**config.mk**
```make
export PLATFORM = sky130hd
export DESIGN_NAME = task_branch_unit
export DESIGN_NICKNAME = d
export VERILOG_FILES = /design/src/rtl/mtbu_pkg.sv /design/src/rtl/mtbu_target.sv /design/src/rtl/mtbu_rstack.sv /design/src/rtl/mtbu_task.sv /design/src/rtl/task_branch_unit.sv
export SDC_FILE = /design/constraint.sdc
export NUM_CORES = 1
export LEC_CHECK = 0
export BUFFER_PORTS_ARGS = -buffer_cell sky130_fd_sc_hd__buf_4
export CAP_MARGIN = 20
export CELL_PAD_IN_SITES_DETAIL_PLACEMENT = 1
export CELL_PAD_IN_SITES_GLOBAL_PLACEMENT = 1
export CORE_MARGIN = 1.5
export CORE_UTILIZATION = 50
export CTS_CLUSTER_DIAMETER = 30
export DETAILED_ROUTE_END_ITERATION = 8
export PLACE_DENSITY_LB_ADDON = 0.1
export SYNTH_ARGS = -nofsm -noshare
export SYNTH_HDL_FRONTEND = slang
export SYNTH_SLANG_ARGS = --single-unit
```
**constraint.sdc**
```tcl
create_clock -name clk -period 2.61 [get_ports clk]
set_input_delay 0.261 -clock clk [delete_from_list [all_inputs] [get_ports clk]]
set_output_delay 0.261 -clock clk [all_outputs]
set_load 0.01 [all_outputs]
```
**src/rtl/mtbu_pkg.sv**
```systemverilog
package mtbu_pkg;

    localparam int PC_W = 16;

    typedef enum logic [1:0] {
        BR_NONE = 2'd0,
        BR_JUMP = 2'd1,
        BR_CALL = 2'd2,
        BR_RET  = 2'd3
    } br_op_e;

    typedef enum logic {
        XM_LOCAL = 1'b0,
        XM_MAIN  = 1'b1
    } xmode_e;

    typedef struct packed {
        xmode_e            mode;
        logic [PC_W-1:0]   pc;
    } ret_entry_t;

    // Reduce an address to the local window when the mode is local.
    function automatic logic [PC_W-1:0] fit_pc(
        input logic [PC_W-1:0] pc,
        input xmode_e          mode,
        input logic [PC_W-1:0] local_mask
    );
        return (mode == XM_LOCAL) ? (pc & local_mask) : pc;
    endfunction

endpackage

```
**src/rtl/mtbu_target.sv**
```systemverilog
module mtbu_target
    import mtbu_pkg::*;
#(
    parameter int LOCAL_AW = 9,
    parameter int OFF_W    = 9
) (
    input  logic [PC_W-1:0] pc_i,
    input  xmode_e          mode_i,
    input  logic            imm_i,
    input  logic            rel_i,
    input  logic            toggle_i,
    input  logic [PC_W-1:0] tgt_i,
    output logic [PC_W-1:0] dest_pc_o,
    output xmode_e          dest_mode_o
);
    localparam logic [PC_W-1:0] LOCAL_MASK = (PC_W'(1) << LOCAL_AW) - PC_W'(1);

    logic [PC_W-1:0] off_ext;
    logic [PC_W-1:0] abs_imm;
    logic [PC_W-1:0] raw_pc;
    logic            use_rel;

    assign off_ext = {{(PC_W-OFF_W){tgt_i[OFF_W-1]}}, tgt_i[OFF_W-1:0]};
    assign abs_imm = {{(PC_W-OFF_W){1'b0}}, tgt_i[OFF_W-1:0]};
    assign use_rel = rel_i || (mode_i == XM_MAIN);

    always_comb begin
        if (imm_i) begin
            raw_pc = use_rel ? (pc_i + off_ext) : abs_imm;
        end else begin
            raw_pc = tgt_i;
        end
        dest_mode_o = xmode_e'(mode_i ^ toggle_i);
        dest_pc_o   = fit_pc(raw_pc, dest_mode_o, LOCAL_MASK);
    end

endmodule

```
**src/rtl/mtbu_rstack.sv**
```systemverilog
module mtbu_rstack
    import mtbu_pkg::*;
#(
    parameter int DEPTH = 4
) (
    input  logic       clk,
    input  logic       rst,
    input  logic       clear_i,
    input  logic       push_i,
    input  logic       pop_i,
    input  ret_entry_t push_data_i,
    output ret_entry_t top_o,
    output logic       empty_o
);
    localparam int PTR_W = (DEPTH > 1) ? $clog2(DEPTH) : 1;
    localparam int CNT_W = $clog2(DEPTH + 1);
    localparam logic [PTR_W-1:0] LAST = PTR_W'(DEPTH - 1);
    localparam logic [CNT_W-1:0] FULL = CNT_W'(DEPTH);

    ret_entry_t       slots [DEPTH];
    logic [PTR_W-1:0] wr_ptr;
    logic [PTR_W-1:0] nxt_ptr;
    logic [PTR_W-1:0] prv_ptr;
    logic [CNT_W-1:0] count;

    assign nxt_ptr = (wr_ptr == LAST) ? '0 : wr_ptr + PTR_W'(1);
    assign prv_ptr = (wr_ptr == '0) ? LAST : wr_ptr - PTR_W'(1);
    assign top_o   = slots[prv_ptr];
    assign empty_o = (count == '0);

    always_ff @(posedge clk) begin
        if (push_i && !clear_i) begin
            slots[wr_ptr] <= push_data_i;
        end
    end

    always_ff @(posedge clk) begin
        if (rst || clear_i) begin
            wr_ptr <= '0;
            count  <= '0;
        end else if (push_i) begin
            wr_ptr <= nxt_ptr;
            if (count != FULL) begin
                count <= count + CNT_W'(1);
            end
        end else if (pop_i && count != '0) begin
            wr_ptr <= prv_ptr;
            count  <= count - CNT_W'(1);
        end
    end

    AST_STACK_BOUND: assert property (@(posedge clk) disable iff (rst)
        count <= FULL);
    AST_PUSH_GROWS: assert property (@(posedge clk) disable iff (rst)
        (push_i && !clear_i && count < FULL) |=> (count == $past(count) + CNT_W'(1)));
    AST_FULL_STAYS: assert property (@(posedge clk) disable iff (rst)
        (push_i && !clear_i && count == FULL) |=> (count == FULL));

endmodule

```
**src/rtl/mtbu_task.sv**
```systemverilog
module mtbu_task
    import mtbu_pkg::*;
#(
    parameter int LOCAL_AW    = 9,
    parameter int OFF_W       = 9,
    parameter int STACK_DEPTH = 4
) (
    input  logic            clk,
    input  logic            rst,
    input  logic            launch_hit_i,
    input  logic [PC_W-1:0] launch_pc_i,
    input  xmode_e          launch_mode_i,
    input  logic            req_hit_i,
    input  br_op_e          req_op_i,
    input  logic            req_imm_i,
    input  logic            req_rel_i,
    input  logic            req_toggle_i,
    input  logic [PC_W-1:0] req_tgt_i,
    input  logic            adv_i,
    output logic [PC_W-1:0] pc_o,
    output xmode_e          mode_o,
    output logic            flush_o,
    output logic            underflow_o
);
    localparam logic [PC_W-1:0] LOCAL_MASK = (PC_W'(1) << LOCAL_AW) - PC_W'(1);

    logic [PC_W-1:0] pc_q;
    xmode_e          mode_q;
    logic            flush_q;
    logic            uf_q;

    logic [PC_W-1:0] seq_pc;
    logic [PC_W-1:0] dest_pc;
    xmode_e          dest_mode;
    ret_entry_t      push_entry;
    ret_entry_t      top_entry;
    logic            stk_empty;
    logic            do_push;
    logic            do_pop;

    assign seq_pc     = fit_pc(pc_q + PC_W'(1), mode_q, LOCAL_MASK);
    assign push_entry = '{mode: mode_q, pc: seq_pc};
    assign do_push    = req_hit_i && (req_op_i == BR_CALL) && !launch_hit_i;
    assign do_pop     = req_hit_i && (req_op_i == BR_RET)  && !launch_hit_i;

    mtbu_target #(
        .LOCAL_AW (LOCAL_AW),
        .OFF_W    (OFF_W)
    ) u_target (
        .pc_i        (pc_q),
        .mode_i      (mode_q),
        .imm_i       (req_imm_i),
        .rel_i       (req_rel_i),
        .toggle_i    (req_toggle_i),
        .tgt_i       (req_tgt_i),
        .dest_pc_o   (dest_pc),
        .dest_mode_o (dest_mode)
    );

    mtbu_rstack #(
        .DEPTH (STACK_DEPTH)
    ) u_rstack (
        .clk         (clk),
        .rst         (rst),
        .clear_i     (launch_hit_i),
        .push_i      (do_push),
        .pop_i       (do_pop),
        .push_data_i (push_entry),
        .top_o       (top_entry),
        .empty_o     (stk_empty)
    );

    always_ff @(posedge clk) begin
        if (rst) begin
            pc_q    <= '0;
            mode_q  <= XM_LOCAL;
            flush_q <= 1'b0;
            uf_q    <= 1'b0;
        end else begin
            flush_q <= 1'b0;
            uf_q    <= 1'b0;
            if (launch_hit_i) begin
                pc_q   <= fit_pc(launch_pc_i, launch_mode_i, LOCAL_MASK);
                mode_q <= launch_mode_i;
            end else if (req_hit_i) begin
                flush_q <= 1'b1;
                case (req_op_i)
                    BR_JUMP, BR_CALL: begin
                        pc_q   <= dest_pc;
                        mode_q <= dest_mode;
                    end
                    BR_RET: begin
                        if (stk_empty) begin
                            pc_q   <= '0;
                            mode_q <= XM_LOCAL;
                            uf_q   <= 1'b1;
                        end else begin
                            pc_q   <= top_entry.pc;
                            mode_q <= top_entry.mode;
                        end
                    end
                    default: ;
                endcase
            end else if (adv_i) begin
                pc_q <= seq_pc;
            end
        end
    end

    assign pc_o        = pc_q;
    assign mode_o      = mode_q;
    assign flush_o     = flush_q;
    assign underflow_o = uf_q;

    AST_LOCAL_RANGE: assert property (@(posedge clk) disable iff (rst)
        (mode_q == XM_LOCAL) |-> ((pc_q & ~LOCAL_MASK) == '0));
    AST_UNDERFLOW_HOME: assert property (@(posedge clk) disable iff (rst)
        uf_q |-> (pc_q == '0 && mode_q == XM_LOCAL));
    AST_IDLE_HOLD: assert property (@(posedge clk) disable iff (rst)
        (!launch_hit_i && !req_hit_i && !adv_i) |=> ($stable(pc_q) && $stable(mode_q)));
    AST_LAUNCH_NO_FLUSH: assert property (@(posedge clk) disable iff (rst)
        launch_hit_i |=> !flush_q);

endmodule

```
**src/rtl/task_branch_unit.sv**
```systemverilog
module task_branch_unit
    import mtbu_pkg::*;
#(
    parameter int NUM_TASKS   = 4,
    parameter int LOCAL_AW    = 9,
    parameter int OFF_W       = 9,
    parameter int STACK_DEPTH = 4,
    localparam int TID_W      = (NUM_TASKS > 1) ? $clog2(NUM_TASKS) : 1
) (
    input  logic                      clk,
    input  logic                      rst,
    input  logic                      req_valid,
    input  logic [TID_W-1:0]          req_task,
    input  logic [1:0]                req_op,
    input  logic                      req_cond,
    input  logic                      req_imm,
    input  logic                      req_rel,
    input  logic                      req_toggle,
    input  logic [PC_W-1:0]           req_target,
    input  logic [NUM_TASKS-1:0]      adv,
    input  logic                      launch_valid,
    input  logic [NUM_TASKS-1:0]      launch_mask,
    input  logic [NUM_TASKS-1:0]      launch_mode,
    input  logic [PC_W-1:0]           launch_pc,
    output logic [NUM_TASKS*PC_W-1:0] fetch_pc,
    output logic [NUM_TASKS-1:0]      fetch_mode,
    output logic [NUM_TASKS-1:0]      flush,
    output logic [NUM_TASKS-1:0]      underflow
);
    br_op_e op_dec;
    logic   req_taken;

    assign op_dec    = br_op_e'(req_op);
    assign req_taken = req_valid && req_cond && (op_dec != BR_NONE);

    for (genvar g = 0; g < NUM_TASKS; g++) begin : g_task
        logic   req_hit;
        logic   launch_hit;
        xmode_e mode_out;

        assign req_hit    = req_taken && (req_task == TID_W'(g));
        assign launch_hit = launch_valid && launch_mask[g];

        mtbu_task #(
            .LOCAL_AW    (LOCAL_AW),
            .OFF_W       (OFF_W),
            .STACK_DEPTH (STACK_DEPTH)
        ) u_task (
            .clk           (clk),
            .rst           (rst),
            .launch_hit_i  (launch_hit),
            .launch_pc_i   (launch_pc),
            .launch_mode_i (xmode_e'(launch_mode[g])),
            .req_hit_i     (req_hit),
            .req_op_i      (op_dec),
            .req_imm_i     (req_imm),
            .req_rel_i     (req_rel),
            .req_toggle_i  (req_toggle),
            .req_tgt_i     (req_target),
            .adv_i         (adv[g]),
            .pc_o          (fetch_pc[g*PC_W +: PC_W]),
            .mode_o        (mode_out),
            .flush_o       (flush[g]),
            .underflow_o   (underflow[g])
        );

        assign fetch_mode[g] = mode_out;
    end

    AST_FLUSH_SOLE: assert property (@(posedge clk) disable iff (rst)
        $onehot0(flush));
    AST_NOT_TAKEN_QUIET: assert property (@(posedge clk) disable iff (rst)
        (!req_taken) |=> (flush == '0));

endmodule

```
=== Word level (Yosys, flattened, before mapping) ===
Memory sizes are Yosys's and may differ from the RTL's.
Cells that the tools add are included.

* Register bits after elaboration: 96
* Memory bits (writable): 272
* Bits of input ports: 56
* Memories: 4

* Add/sub/neg operators: 24
* Equal/unequal tests: 22
* Mux-type cells: 100
* Bitwise gates (word level): 9
* Reduce and logical (&&, ||, !) cells: 97

{| class="wikitable"
|+ Memories
! name !! words !! bits a word !! rd ports !! clocked after Yosys merged registers in !! wr ports !! line !! RTL
|-
| g_task[0].u_task.u_rstack.slots || 4 || 17 || 1 || 0 || 1 || mtbu_rstack.sv:20 || <nowiki>ret_entry_t slots [DEPTH];</nowiki>
|-
| g_task[1].u_task.u_rstack.slots || 4 || 17 || 1 || 0 || 1 || mtbu_rstack.sv:20 ||
|-
| g_task[2].u_task.u_rstack.slots || 4 || 17 || 1 || 0 || 1 || mtbu_rstack.sv:20 ||
|-
| g_task[3].u_task.u_rstack.slots || 4 || 17 || 1 || 0 || 1 || mtbu_rstack.sv:20 ||
|}

{| class="wikitable"
|+ Operators by type and width
! operator !! count
|-
| 2-to-1 mux 16 bit || 36
|-
| one-hot mux 16 bit (2 select lines) || 4
|-
| adder 16 x 1 -> 16 bit (second input constant) || 4
|-
| adder 16 bit || 4
|-
| 2-to-1 mux 3 bit || 12
|-
| nonzero test 3 bit || 12
|-
| logical AND 1 bit || 34
|-
| 2-to-1 mux 2 bit || 16
|-
| 2-to-1 mux 1 bit || 28
|-
| AND reduction 2 bit || 12
|-
| nonzero test 2 bit || 9
|-
| equality test 2 bit (second input constant) || 8
|-
| != test 4 x 3 -> 1 bit (second input constant) || 4
|-
| OR reduction 4 bit || 4
|-
| adder 3 x 1 -> 3 bit (second input constant) || 4
|-
| logical NOT 3 bit || 4
|-
| != test 3 bit (second input constant) || 4
|-
| subtractor 3 x 1 -> 3 bit (second input constant) || 4
|-
| logical NOT 2 bit || 5
|-
| OR reduction 2 bit || 5
|-
| adder 2 x 1 -> 2 bit (second input constant) || 4
|-
| logical OR 1 bit || 8
|-
| != test 2 x 1 -> 1 bit (second input constant) || 4
|-
| one-hot mux 1 bit (2 select lines) || 4
|-
| 5 further kinds || 19
|}

=== Longest topological paths before layout ===
Gate-level depths: netlist of the first run.

* Word-level depth: 8
* Depth in mapped cells: 11
* Depth with buffers taken out: 10

=== Cells and area by module ===
Synthesis of the first run repeated with hierarchy kept, for this count alone.

* Cell total of the unflattened synthesis: 2095
* Area, all modules: 22778.1 sq um

{| class="wikitable"
|+ By module, submodules not included
! module !! instances !! cells an instance !! area an instance (sq um) !! sequential area each (sq um)
|-
| mtbu_rstack at g_task[2].u_task.u_rstack ... || 2 || 135 || 2860.2 || 2142.1
|-
| mtbu_task at g_task[0].u_task ... || 3 || 239 || 1734.2 || 380.4
|-
| mtbu_target || 4 || 138 || 1026.0 || 0.0
|-
| mtbu_rstack at g_task[1].u_task.u_rstack || 1 || 165 || 2940.3 || 2142.1
|-
| mtbu_rstack at g_task[0].u_task.u_rstack || 1 || 156 || 2901.5 || 2142.1
|-
| mtbu_task at g_task[3].u_task || 1 || 221 || 1804.2 || 380.4
|-
| task_branch_unit || 1 || 14 || 105.1 || 0.0
|}

=== Worst setup path after synthesis of the first run ===
Ideal clock, no wire load.

* Kind: reg-to-reg
* Start point: reg g_task[3].u_task.pc_q[0]
* End point: reg g_task[3].u_task.pc_q[14]
* Library setup time: 0.115 ns
* Arrival: 2.316 ns
* Data required time: 2.495 ns
* Slack: 0.179 ns
* Cell stages (with the launch flop): 10
* Path buffers: 0
* Period minus slack after synthesis: 2.431 ns
* Cell sequence: dfxtp_1 -> ha_1 -> fa_1 -> a211oi_1 -> o211a_1 -> nor3b_1 -> and3_1 -> a221oi_2 -> xnor2_1 -> a31o_1

* Cells in the longest elaborated chain, start to end: 7
* Elaborated cells between the ends (all ways): 10
* Those cells by class: 2 x add/sub; 8 x mux

{| class="wikitable"
|+ RTL lines
! what !! line !! RTL
|-
| from (decl) || mtbu_task.sv:27 || <nowiki>logic [PC_W-1:0] pc_q;</nowiki>
|-
| from (signal assigned) || mtbu_task.sv:83 || <nowiki>pc_q <= fit_pc(launch_pc_i, launch_mode_i, LOCAL_MASK);</nowiki>
|-
| from (signal assigned) || mtbu_task.sv:89 || <nowiki>pc_q <= dest_pc;</nowiki>
|-
| from (signal assigned) || mtbu_task.sv:98 || <nowiki>pc_q <= top_entry.pc;</nowiki>
|-
| adder 16 bit || mtbu_target.sv:29 || <nowiki>raw_pc = use_rel ? (pc_i + off_ext) : abs_imm;</nowiki>
|-
| 2-to-1 mux 16 bit || mtbu_target.sv:29 ||
|-
| 2-to-1 mux 16 bit || mtbu_target.sv:28 || <nowiki>if (imm_i) begin</nowiki>
|-
| 2-to-1 mux 16 bit || mtbu_pkg.sv:28 || <nowiki>return (mode == XM_LOCAL) ? (pc & local_mask) : pc;</nowiki>
|-
| one-hot mux 16 bit (2 select lines) || mtbu_task.sv:87 || <nowiki>case (req_op_i)</nowiki>
|-
| 2-to-1 mux 16 bit (*) || mtbu_task.sv:85 || <nowiki>end else if (req_hit_i) begin</nowiki>
|-
| 2-to-1 mux 16 bit (*) || mtbu_task.sv:82 || <nowiki>if (launch_hit_i) begin</nowiki>
|}

Every way passes the cells marked *; elsewhere a longest branch is shown, timed or not. The select of a mux whose other input is x is not followed.
A chain may end at the register's enable or synchronous reset.

=== Final worst setup path of the first run ===
* Start point: reg g_task[1].u_task.u_rstack.wr_ptr[1]
* End point: reg g_task[1].u_task.pc_q[15]

* Cells in the longest elaborated chain, start to end: 7
* Elaborated cells between the ends (all ways): 8
* Those cells by class: 1 x add/sub; 5 x mux; 1 x reduce/logical; 1 x memory

{| class="wikitable"
|+ RTL lines
! what !! line !! RTL
|-
| from (decl) || mtbu_rstack.sv:21 || <nowiki>logic [PTR_W-1:0] wr_ptr;</nowiki>
|-
| from (signal assigned) || mtbu_rstack.sv:42 || <nowiki>wr_ptr <= nxt_ptr;</nowiki>
|-
| from (signal assigned) || mtbu_rstack.sv:47 || <nowiki>wr_ptr <= prv_ptr;</nowiki>
|-
| subtractor 2 x 1 -> 2 bit or logical NOT 2 bit (tied branches) || mtbu_rstack.sv:27 || <nowiki>assign prv_ptr = (wr_ptr == '0) ? LAST : wr_ptr - PTR_W'(1);</nowiki>
|-
| 2-to-1 mux 2 bit (*) || mtbu_rstack.sv:27 ||
|-
| memory read (4 x 17 bit) (*) || - ||
|-
| 2-to-1 mux 16 bit (*) || mtbu_task.sv:93 || <nowiki>if (stk_empty) begin</nowiki>
|-
| one-hot mux 16 bit (2 select lines) (*) || mtbu_task.sv:87 ||
|-
| 2-to-1 mux 16 bit (*) || mtbu_task.sv:85 ||
|-
| 2-to-1 mux 16 bit (*) || mtbu_task.sv:82 ||
|-
| to (signal assigned) || mtbu_task.sv:83 ||
|-
| to (signal assigned) || mtbu_task.sv:89 ||
|-
| to (signal assigned) || mtbu_task.sv:98 ||
|-
| to (decl) || mtbu_task.sv:27 ||
|}

Every way passes the cells marked *; elsewhere a longest branch is shown, timed or not.

==> impl_metrics.csv, run 1 <==
group,metric,value,unit
run_status,outcome,"finished, final reports clean",
worst_setup_path,cp-end-kind,"register",
synth,synth_top_cell_area_share,39.6,%
job,drv_cap,0,
pwr,p_sw_share,26.1,%
cells_and_area,drive_gt1_share,27.4,%
timing,period_needed,2550,ps
timing,finalCritPeriodShare,97.7,%
synth,synth_edf_count,272,
synth,synth_flop_cell,"edfxtp_1",
place,portBuffers,131,
synth,synth-seq-cells,368,
pwr,pwr-share-seq,32.0,%
clock_tree,cts.sink_count,368,
routing,wirelength,83.3,mm
clock_tree,clk_path_buf_depth,3,
clock_tree,clk-insertion-delay-late,620,ps
clock_tree,cts_tree,"built",
clock_tree,cts_root_buffer,"clkbuf_16",
worst_setup_path,crit_required,3100,ps
synth,synth.area.top_cells,"edfxtp_1, dfxtp_1, mux4_2, ha_1, a21oi_1",
synth,yosysWarnings,0,
floorplan,start_util,50.7,%
worst_setup_path,rr_worst_depth,9,
place,dp_hpwl,56.3,mm
pwr,powerDensity,763,nW/um^2
grt,antenna_found_initial,10,
synth,netlist_instances,1832,
pwr,p_comb_share,12.4,%
floorplan,design.core.area,40700,sq um
pwr,internal-power,15.1,mW
grt,grt_pass1_vias,19209,
place,place_area,23400,sq um
pwr,power_frac_clock,55.6,%
routing,wl_per_cell,30.0,microns
worst_setup_path,critPathSlowestCell,"mux4_2",
synth,synth_nets,1980,
timing,finalHoldViolCount,0,
min_path,hold_path.class,"primary input to register",
synth,synth_seq_area_share,48.9,%
timing,clock.fmax,392,MHz
routing,num_vias,18455,
timing,slew_violations,0,
synth,synth.avg_cell_area,11.3,sq um
routing,drtIter0Drc,1691,
worst_setup_path,critical_path_class,"register to register",
routing,postRouteAntennaNets,0,
floorplan,die_height,206,microns
worst_setup_path,start_kind,"register",
clock_tree,htree_levels,3,
worst_setup_path,crit_fanout,5,
worst_setup_path,arrival,3040,ps
cells_and_area,fin_nets,2312,
routing,drc,0,
synth,yosysTopAreaCell,"edfxtp_1",
worst_setup_path,path_cells,"inv_1, ha_1, nor2b_4, buf_4, mux4_2, nand2_1, o211ai_1, a311oi_1, a311oi_1",
grt,grt.overflow.total,0,
clock_tree,cts_buffers,85,
pwr,p_leak,10.3,nW
timing,worstMarginPinSlew,855,ps
floorplan,fp-row-count,74,
timing,skew,25.1,ps
grt,grt_max_degree,52,
grt,grt_usage,39.2,%
synth,ys_types,92,
worst_setup_path,crit_path_frequent_cell,"a311oi_1",
synth,syn_area,20600,sq um
timing,relSlewSlack,42.9,%
routing,dr.pass1.iters,5,
pwr,ir_drop,0.774,mV
clock_tree,clk_pin_slew,50,ps
pwr,switchingPower,5.31,mW
place,place_congestion,0.910,
routing,viasPerCell,6.65,
floorplan,pin_count,132,
cells_and_area,final_cell_area,26700,sq um
floorplan,dieArea,42500,sq um
cells_and_area,syn_to_final_growth,29.3,%
worst_setup_path,cp_slowest_stage_delay,510,ps
timing,rsz0062_at_grt,"true",
timing,setup_ws,59.5,ps
synth,ys_async_sr_fraction,0,%
timing,setup_viol,0,
grt,grt_pass1_wl,121,mm
place,post-place-ws,-255,ps
floorplan,die_x,206,microns
min_path,whs_path_depth,3,
cells in the mapped netlist, drive strengths merged, types with 22 or more instances:
| cell type | number |
|---|---|
| edfxtp | 272 |
| nor2 | 164 |
| nand2 | 155 |
| a21oi | 125 |
| dfxtp | 96 |
| ha | 84 |
| o21ai | 75 |
| mux4 | 68 |
| xnor2 | 63 |
| clkbuf | 52 |
| xor2 | 51 |
| nor3 | 50 |
| a211oi | 49 |
| nand3 | 45 |
| buf | 44 |
| and3 | 36 |
| inv | 32 |
| a21o | 28 |
| nor2b | 27 |
| a221oi | 23 |
| a31oi | 23 |
| and2 | 22 |
per-layer routing:
metal | vias up | wire, microns | global-route usage, %
li1 | 7777 | - | -
met1 | 9268 | 31200 | 47.0
met2 | 1059 | 38900 | 61.9
met3 | 349 | 7110 | 9.32
met4 | 2 | 6160 | 28.0
met5 | - | 11 | 0
cell type report:
type                    count  area [sq um]
repair buffers            341          2670
inverters                  32           120
multi-input cells        1336         10100
clock inverters            60           783
fillers                  4098         14100
well taps                 532           666
diodes                      8          20.0
flip-flops and latches    368         10100
clock buffers              99          2250
worst max-delay path: cells and delay by family, from the launching register on:
kind / cells / cell delay (ps)
adders and majority gates: 1 / 260
and+or+nand+nor: 2 / 300
muxes: 1 / 510
buffers and inverters: 2 / 300
DFF: 1 / 400
AOI/OAI and AO/OA: 3 / 650
worst paths after layout:
path / endpoint / startpoint / slack (ps)
hold / removal: g_task[2].u_task.pc_o[0] / launch_pc[0] / 30
setup / recovery: g_task[1].u_task.pc_o[15] / g_task[1].u_task.u_rstack.wr_ptr[1] / 60
hold reg to reg: g_task[3].u_task.u_rstack.count[1] / g_task[3].u_task.u_rstack.count[1] / 510
setup reg to reg: g_task[1].u_task.pc_o[15] / g_task[1].u_task.u_rstack.wr_ptr[1] / 60
cell usage in the layout (no fill, tap or decap), types with 11 or more instances in the layout:
cell,instances
clkbuf_16,87
nand2_1,153
nor3_1,45
ha_1,83
a21oi_1,121
clkinv_2,12
nor2b_1,25
edfxtp_1,272
a211oi_1,41
or3_1,12
a21o_1,28
bufinv_16,15
buf_4,332
and2_1,21
a221oi_1,20
o21ai_0,64
and3_1,36
nand4_1,19
mux4_2,63
o21a_1,11
xor2_1,50
nand3_1,45
o211ai_1,18
dfxtp_1,95
xnor2_1,63
clkinvlp_4,13
a31oi_1,22
inv_1,31
nor2_1,157
and4_1,13
cell families (layout without fill, tap and decap cells):
logic type               Yosys count  count (layout)  share of synthesized area [%]
AO/OA/AOI/OAI                    463             463                           15.2
XOR/XNOR                         114             114                           4.84
adder cells (fa/ha/maj)           92              92                           5.87
buffers and inverters            128             532                           2.84
flip-flops                       368             368                           48.9
multiplexers                      79              79                           8.07
other                              0               8                              0
AND/OR/NAND/NOR                  588             588                           14.3
through the flow:
| step | power, mW | setup TNS (ps) | hold WS, ps | cells | util (%) |
|---|---|---|---|---|---|
| finish | 20.4 | 0 | 27.6 | 2776 | 65.5 |
| global route | 20.8 | -224 | 23.5 | 2771 | 65.5 |
| CTS | 20.3 | 0 | 21.7 | 2753 | 65.0 |
| detailed placement | 8.98 | -912 | 505 | 2594 | 57.4 |
| global placement | 8.91 | -146 | 491 | 2594 | 57.4 |
| floorplan | 7.90 | 0 | 397 | 1832 | - |
power by group through the flow:
| stage | logic (mW) | registers [mW] | clock network (mW) |
|---|---|---|---|
| 2_1_floorplan | 1.23 | 6.67 | 0 |
| 3_5_place_dp | 2.37 | 6.62 | 0 |
| 5_1_grt | 2.66 | 6.52 | 11.6 |
| 4_1_cts | 2.43 | 6.51 | 11.4 |
| 3_3_place_gp | 2.29 | 6.61 | 0 |
| 6_report | 2.52 | 6.52 | 11.3 |
registers in the layout, indices dropped and copies added, names as in the netlist:
signal,count
g_task.u_task.u_rstack.wr_ptr,8
g_task.u_task.flush_o,4
g_task.u_task.underflow_o,4
g_task.u_task.pc_o,64
g_task.u_task.u_rstack.count,12
g_task.u_task.u_rstack.slots,272
g_task.u_task.mode_o,4
timing repair:
| action | CTS | global route |
|---|---|---|
| gates cloned | 0 | 0 |
| hold buffers | 0 | 0 |
| pin swaps | 0 | 8 |
| setup buffers | 0 | 15 |
| gates resized for setup | 8 | 25 |
| endpoints found under the setup margin | 7 | 18 |
Note: power is estimated with default switching activity, not from simulation.
==> run 2: changes to the inputs <==
- ABC_AREA: not set -> 1
- CORE_MARGIN: 1.5 -> 2
- CORE_UTILIZATION: 50 -> 47
- CTS_CLUSTER_SIZE: not set -> 30
==> impl_metrics.csv, run 2 <==
group,metric,value,unit
worst_setup_path,cp_slowest_stage_delay,460,ps
timing,slew_violations,0,
routing,num_vias,20577,
worst_setup_path,r2r_end,"g_task[1].u_task.pc_o[7]",
cells_and_area,regMostFlops,"g_task.u_task.u_rstack.slots",
worst_setup_path,r2r_start,"g_task[1].u_task.u_rstack.wr_ptr[0]",
pwr,p_leak,11.3,nW
pwr,powerDensity,742,nW/um^2
routing,wirelength,84.1,mm
worst_setup_path,crit_path_end,"g_task[1].u_task.pc_o[7]",
routing,drtIter0Drc,1700,
job,drv_cap,0,
cells_and_area,drive_gt1_share,14.9,%
synth,yosysMostFrequentCell,"nand2_1",
routing,wl_per_cell,24.1,microns
cells_and_area,fin_nets,2963,
cells_and_area,final_cell_mix,"nand2_1, nor2_1, edfxtp_1, inv_1, o21ai_0",
grt,grt_max_degree,36,
cells_and_area,final_common_cell,"nand2_1",
worst_setup_path,rr_worst_depth,9,
routing,viasPerCell,5.91,
synth,synthXorXnorAreaFrac,2.56,%
worst_setup_path,path_cells,"inv_1, ha_1, inv_1, buf_4, a21oi_1, o21ai_0, nand3_1, a21oi_1, a21oi_1",
synth,synthMuxAreaShare,0,%
clock_tree,cts.sink_count,368,
clock_tree,clk_path_buf_depth,3,
worst_setup_path,critPathSlowestCell,"dfxtp_1",
cells_and_area,syn_to_final_growth,23.8,%
cells_and_area,antenna_cells,0,
worst_setup_path,critical_path_class,"register to register",
place,place_congestion,0.932,
timing,finalHoldViolCount,0,
timing,holdWs,76.1,ps
timing,setup_ws,196,ps
timing,setup_tns,0,ps
synth,synth_top_family_by_area,"simple AND/OR/NAND/NOR gates",
synth,synth.area.top_cells,"edfxtp_1, dfxtp_1, nand2_1, o21ai_0, nor2_1",
grt,grt_pass1_vias,21532,
clock_tree,clk-insertion-delay-late,620,ps
synth,synth_seq_area_share,46.9,%
synth,yosysWarnings,0,
clock_tree,cts_tree,"built",
worst_setup_path,startpoint,"g_task[1].u_task.u_rstack.wr_ptr[0]",
worst_setup_path,crit_required,3110,ps
floorplan,design.core.area,45300,sq um
synth,synth_edf_count,272,
worst_setup_path,crit_path_frequent_cell,"a21oi_1",
synth,synth.avg_cell_area,8.29,sq um
timing,skew,19.6,ps
min_path,hold_path.class,"primary input to register",
synth,synth_flop_cell,"edfxtp_1",
worst_setup_path,arrival,2910,ps
pwr,ir_drop,0.867,mV
clock_tree,cts_root_buffer,"clkbuf_16",
grt,grt_usage,35.4,%
routing,postRouteAntennaNets,0,
timing,setup_viol,0,
synth,synth-seq-cells,368,
place,post-place-ws,191,ps
synth,synth_compound_area_share,16.0,%
grt,grt_pass1_wl,127,mm
synth,ys_types,65,
timing,relSlewSlack,51.6,%
floorplan,die_x,218,microns
clock_tree,htree_levels,3,
synth,synthAdderAreaFrac,5.63,%
routing,dr.pass1.iters,5,
synth,synth_nets,2743,
timing,worstMarginPinSlew,724,ps
worst_setup_path,start_kind,"register",
synth,ys_async_sr_fraction,0,%
floorplan,fp-row-count,78,
timing,clock.fmax,414,MHz
clock_tree,cts_buffers,81,
routing,drc,0,
grt,grt.overflow.total,0,
run_status,outcome,"finished, final reports clean",
floorplan,pin_count,132,
place,portBuffers,131,
timing,finalCritPeriodShare,92.5,%
worst_setup_path,reg2reg_slack,200,ps
worst_setup_path,crit_fanout,13,
timing,rsz0062_at_grt,"false",
timing,period_needed,2410,ps
synth,synth.top_cells.by_count,"nand2_1, nor2_1, edfxtp_1",
synth,syn_area,21500,sq um
synth,synthSimpleGateAreaFrac,21.9,%
place,dp_hpwl,58.4,mm
floorplan,dieArea,47500,sq um
floorplan,start_util,47.5,%
floorplan,die_height,218,microns
clock_tree,clk_pin_slew,50,ps
clock_tree,postCtsSetupRepairBufs,0,
worst_setup_path,cp-end-kind,"register",
synth,netlist_instances,2595,
synth,yosysTopAreaCell,"edfxtp_1",
cells_and_area,largest_reg_flops,272,
grt,antenna_found_initial,4,
synth,synth_top_cell_area_share,38.0,%
pwr,power,19.8,mW
[run 2: metrics by stage]
stage	util, %	std cells	cell area [sq um]
after global routing	58.8	3484	26600
after floorplan	-	2595	21500
after CTS	58.8	3484	26600
after detailed placement	52.4	3331	23700
after global placement	52.4	3331	23700
final	58.8	3484	26600
[run 2: report_power, final]
part | internal [mW] | total, mW | switching (mW)
Combinational | 0.796 | 2.37 | 1.58
Clock | 7.12 | 10.8 | 3.71
Sequential | 6.41 | 6.58 | 0.174
Total | 14.3 | 19.8 | 5.45
[run 2: final cells by class]
type	count	area [sq um]
multi-input cells	1861	9930
well taps	600	751
inverters	273	1040
fillers	5349	18600
clock buffers	94	2110
flip-flops and latches	368	10100
clock inverters	58	818
repair buffers	230	1920
[run 2: critical path: cells and delay by family, from the launching register on]
kind | cells | cell delay [ps]
buffers and inverters | 3 | 730
DFF | 1 | 460
and+or+nand+nor | 1 | 140
adders and majority gates | 1 | 340
AOI/OAI and AO/OA | 4 | 620
[run 2: cell families after synthesis]
| group | after synthesis |
|---|---|
| xor+xnor | 63 |
| fa+ha+maj | 92 |
| flops | 368 |
| buf+inv | 366 |
| compound gates | 604 |
| simple gates | 1102 |
[run 2: worst min path at each step]
| stage | cells after the start | slack (ps) | to | from |
|---|---|---|---|---|
| 6_report | 3 | 80 | g_task[0].u_task.pc_o[1] | launch_pc[1] |
| 5_1_grt | 3 | 80 | g_task[2].u_task.pc_o[1] | launch_pc[1] |
| 4_1_cts | 3 | 50 | g_task[1].u_task.pc_o[2] | launch_pc[2] |
| 3_5_place_dp | 1 | 470 | g_task[1].u_task.u_rstack.count[2] | g_task[1].u_task.u_rstack.count[2] |
| 3_3_place_gp | 1 | 460 | g_task[1].u_task.u_rstack.count[2] | g_task[1].u_task.u_rstack.count[2] |
| 2_1_floorplan | 2 | 450 | g_task[3].u_task.pc_o[0] | launch_pc[0] |
[run 2: repair_timing]
action	in CTS	in global routing
resized for setup	0	1
setup endpoints to repair	0	4
hold endpoints to repair	1	0
hold buffers	1	0
[run 2: routing by layer]
metal	vias up	part of all wire (%)	wire [microns]	global-route usage [%]
met1	10200	41	34600	45.1
met4	8	4.2	3500	16.0
met2	824	47	39600	58.7
met5	-	0.061	51	0
li1	9359	-	-	-
met3	186	7.6	6420	6.54
